===== config.mk =====
export PLATFORM = sky130hd
export DESIGN_NAME = seg_dem_enc
export DESIGN_NICKNAME = d
export VERILOG_FILES = /design/src/rtl/seg_dem_enc.sv
export SDC_FILE = /design/constraint.sdc
export NUM_CORES = 1
export LEC_CHECK = 0
export ABC_AREA = 1
export BUFFER_PORTS_ARGS = -buffer_cell sky130_fd_sc_hd__buf_4
export CAP_MARGIN = 20
export CORE_MARGIN = 10
export CORE_UTILIZATION = 35
export CTS_CLUSTER_SIZE = 40
export DETAILED_ROUTE_END_ITERATION = 10
export HOLD_SLACK_MARGIN = 0.05
export PLACE_DENSITY_LB_ADDON = 0.05
export SLEW_MARGIN = 20
export SYNTH_ARGS = -nofsm -noshare
export SYNTH_HDL_FRONTEND = slang
export SYNTH_SLANG_ARGS = --single-unit

===== constraint.sdc =====
create_clock -name clk -period 7.05 [get_ports clk]
set_clock_uncertainty 0.15 [all_clocks]
set_input_delay 0.705 -clock clk [delete_from_list [all_inputs] [get_ports clk]]
set_output_delay 0.705 -clock clk [all_outputs]
set_load 0.01 [all_outputs]

===== src/rtl/seg_dem_enc.sv =====
module seg_dem_enc #(
  parameter int CODE_W  = 10,
  parameter int NCOARSE = 16,
  parameter int NPAIR   = 5
) (
  input  logic                        clk,
  input  logic                        rst_n,
  input  logic [CODE_W-1:0]           code,
  input  logic                        bank_sel,
  input  logic                        win,
  output logic [NCOARSE+2*NPAIR-1:0]  hi_up,
  output logic [NCOARSE+2*NPAIR-1:0]  hi_dn,
  output logic [NCOARSE+2*NPAIR-1:0]  lo_up,
  output logic [NCOARSE+2*NPAIR-1:0]  lo_dn
);
  localparam int NEL  = NCOARSE + 2*NPAIR;
  localparam int RB   = $clog2(NCOARSE);
  localparam int KW   = RB + 1;
  localparam int CWT  = 1 << NPAIR;
  localparam int OFS  = NCOARSE * CWT / 2;
  localparam int MAXV = OFS + CWT - 1;
  localparam int LW   = 16;

  logic [LW-1:0]    lfsr;
  logic             win_q;
  logic [RB-1:0]    rot;
  logic [NPAIR-1:0] rnd;
  logic [NEL-1:0]   up_n;
  logic             neg;
  logic [NPAIR-1:0] mag;
  logic [KW-1:0]    k_l;

  assign rot = lfsr[RB-1:0];
  assign rnd = lfsr[RB+NPAIR-1:RB];

  always_comb begin
    int v, u, kk, r;
    v = int'($signed(code));
    if (v > MAXV) v = MAXV;
    else if (v < -MAXV) v = -MAXV;
    u  = v + OFS;
    kk = (u + CWT/2) >>> NPAIR;
    if (kk < 0) kk = 0;
    else if (kk > NCOARSE) kk = NCOARSE;
    r   = u - kk * CWT;
    neg = (r < 0);
    mag = NPAIR'(neg ? -r : r);
    k_l = KW'(kk);
  end

  for (genvar i = 0; i < NCOARSE; i++) begin : g_coarse
    logic [RB-1:0] idx;
    assign idx     = RB'(i) - rot;
    assign up_n[i] = {1'b0, idx} < k_l;
  end

  for (genvar j = 0; j < NPAIR; j++) begin : g_pair
    assign up_n[NCOARSE+2*j]   = mag[j] ? ~neg : rnd[j];
    assign up_n[NCOARSE+2*j+1] = mag[j] ? ~neg : ~rnd[j];
  end

  always_ff @(posedge clk or negedge rst_n) begin
    if (!rst_n) begin
      lfsr  <= 16'hACE1;
      win_q <= 1'b0;
      hi_up <= '0;
      hi_dn <= '0;
      lo_up <= '0;
      lo_dn <= '0;
    end else begin
      win_q <= win;
      if (win_q && !win)
        lfsr <= {lfsr[LW-2:0], lfsr[15] ^ lfsr[13] ^ lfsr[12] ^ lfsr[10]};
      hi_up <= (win &&  bank_sel) ?  up_n : '0;
      hi_dn <= (win &&  bank_sel) ? ~up_n : '0;
      lo_up <= (win && !bank_sel) ?  up_n : '0;
      lo_dn <= (win && !bank_sel) ? ~up_n : '0;
    end
  end
endmodule


==> results.md <==
Worst setup path
• origin of the worst setup path: code[4]
• Critical Setup Path Class: in2reg
• cell with the largest stage delay on the worst path: sky130_fd_sc_hd__ha_1
• endpoint class of the critical path: flip-flop
• sort of element at the start of the critical path: primary input
• worst reg-to-reg setup slack: 4.35 ns
• buffering stage count on the worst path with inverters included: 8
• Worst Reg-to-Reg Cells: 12
• Critical Path RT: 7.17 ns
• crit-path most repeated cell: sky130_fd_sc_hd__nand2_1
• Max FO, Critical Path: 19
• Max stage delay on crit path: 0.63 ns
• FF-to-FF Start: lfsr[2]
• R2R Path End: lo_dn[2]
• cell class contributing the biggest share of worst-path delay: simple AND/OR/NAND/NOR gates
• arrival time worst endpoint: 6.20 ns

Clocking
• Clk pin slew, worst setup/hold paths: 0.05 ns
• TritonCTS Sinks: 121
• hold buffer count at CTS: 0
• H-tree depth reported by CTS: 4
• TritonCTS clock tree: done
• Resized cells post-CTS: 0
• number of buffers on the longest clock path: 2
• worst-skew pair later-pin latency: 0.41 ns
• CTS Buf Count: 17
• number of setup buffers added after CTS: 0
• clock tree root buffer cell: sky130_fd_sc_hd__clkbuf_16

Die
• effective utilization at floorplan: 0.358
• number of rows created at floorplan: 47
• Die Height: 151 um
• die boundary width: 151 um
• CORE AREA: 16600 sq um
• number of primary I/O pins: 118
• overall die area: 22700 sq um

Synthesis
• largest area contributor in the netlist: sky130_fd_sc_hd__dfrtp_1
• Avg Inst Size Synth: 9.19 sq um
• Yosys top cell area share: 0.474
• cell types with the largest area share after synthesis: sky130_fd_sc_hd__dfrtp_1 (47%), sky130_fd_sc_hd__ha_1 (12%), sky130_fd_sc_hd__nor2_1 (7.4%)
• yosys synthesis warning count: 0
• sequential share of the synthesized area: 0.509
• Syn Std Cell Area: 5960 sq um
• count of mapped cells out of synthesis: 649
• unique cell type count in the Yosys netlist: 37
• Synth Register Bits: 121

Detailed routing
• Iteration-0 DRC Markers: 192
• drt total wl: 14200 um
• wire length per cell: 14.0 um
• count of nets left with antenna violations after detail routing: 0
• total vias in the final route: 4504
• Vias/cell: 4.44
• DRC Markers: 0
• Detailed Routing Iterations Pass 1: 4

Pwr
• maximum vdd ir drop: 0.180 mV
• power density over the cells: 341 nW/um^2
• Lkg Pwr: 4.17 nW

Global route
• gr usage total: 0.129
• antenna violations before repair: 0
• maximum number of pins on one net before global-route repair: 73
• first-pass GRT wire length: 23500 um
• via count of the first global-routing pass: 4687
• leftover overflow at the end of global routing: 0

Finish
• NumNets Final: 853
• area added between synthesis and finish: 29.9%
• most common library cell in the layout ignoring fill and taps: sky130_fd_sc_hd__buf_4
• number of filler instances in the final layout: 1593
• antenna cell count: 0
• share of final-layout standard cells stronger than drive strength 1: 0.268
• commonest non-fill, non-tap cells in the layout: sky130_fd_sc_hd__buf_4 (120), sky130_fd_sc_hd__nor2_1 (117), sky130_fd_sc_hd__dfrtp_1 (113)
• final design utilization: 0.465

Timing
• final-report hold violation count: 0
• maximum operating frequency: 164 MHz
• slew of the pin with the lowest slew margin: 0.877 ns
• RSZ-0062 raised after global routing: no
• number of setup violations in the final report: 0
• pins over their slew limit: 0
• Min Clock Period, post-route: 6.08 ns
• total negative slack: 0 ns
• max_slew headroom: 0.414
• final critical-path share of the clock period: 0.863

Status
• run status: finished clean

Placement
• number of input and output port buffers inserted: 117
• weighted congestion at the end of routability-driven global placement: 0.839
• hpwl dp: 10600 um

Job
• number of maximum-capacitance constraint violations: 0

Min path
• path class of the lowest-slack min-delay path: in2async

## layout make-up
type | count | area (sq um) | area share
Clock buffer | 21 | 460 | 0.0595
Clock inverter | 11 | 146 | 0.0189
Inverter | 97 | 367 | 0.0473
Multi-Input combinational cell | 424 | 2540 | 0.328
Sequential cell | 121 | 3040 | 0.392
Tap cell | 220 | 275 | 0.0355
Timing Repair Buffer | 121 | 921 | 0.119
## report_power, final
part,internal [mW],total [mW],switching [mW],leakage [nW]
clock network,0.574,0.885,0.311,0.293
logic,0.359,0.890,0.531,2.28
registers,0.806,0.864,0.0573,1.60
## cell families after synthesis
family	after synthesis	synth area share
buffers and inverters	113	0.0715
AOI/OAI and AO/OA	80	0.0778
DFF	121	0.509
xor gates and xnor gates	11	0.0162
adders and majority gates	57	0.120
other	1	0.000629
and+or+nand+nor	266	0.205
## routing by layer
metal / wire length, um / part of all wire / global-route usage / vias up
met5: 0 / 0 / 0 / -
li1: - / - / - / 2279
met3: 872 / 0.061 / 0.0399 / 15
met2: 6620 / 0.47 / 0.209 / 92
met4: 194 / 0.014 / 0.0457 / 0
met1: 6510 / 0.46 / 0.160 / 2118
## state kept, by name, indices dropped and copies added (netlist names)
name and count:
hi_up 26, lo_up 26, win_q 1, lo_dn 26
lfsr 16, hi_dn 26
## metrics by stage
| step | hold slack (ns) | power (mW) | cell area (sq um) | worst slack, ns | cells |
|---|---|---|---|---|---|
| 2_1_floorplan | 0.259 | 1.46 | 6000 | 1.24 | 658 |
| 3_3_place_gp | 0.324 | 1.76 | 7120 | 0.903 | 982 |
| 3_5_place_dp | 0.328 | 1.78 | 7120 | 0.598 | 982 |
| 4_1_cts | 0.173 | 2.68 | 7720 | 0.991 | 1014 |
| 5_1_grt | 0.191 | 2.86 | 7740 | 0.286 | 1015 |
| 6_report | 0.157 | 2.64 | 7740 | 0.968 | 1015 |
## synthesized netlist by cell type, drive strengths merged
cell,n
clkinv,1
nand3,20
buf,1
nand2,107
conb,1
xnor2,4
o21a,2
a21oi,46
a211oi,1
nor3,3
or2,5
inv,96
clkbuf,15
dfrtp,113
a21o,7
dfstp,8
nand4,5
a2111oi,1
o21ai,21
ha,57
xor2,7
nor2,126
o21bai,2
## how the worst max path moves through the flow
stage	to	slack [ns]	cells after the start
final	lo_dn[25]	0.97	36
after global routing	lo_dn[18]	0.29	35
after CTS	hi_dn[22]	0.99	36
after detailed placement	lo_dn[24]	0.60	36
after global placement	lo_dn[21]	0.90	36
after floorplan	hi_dn[22]	1.24	35
Note: power is estimated with default switching activity, not from simulation.
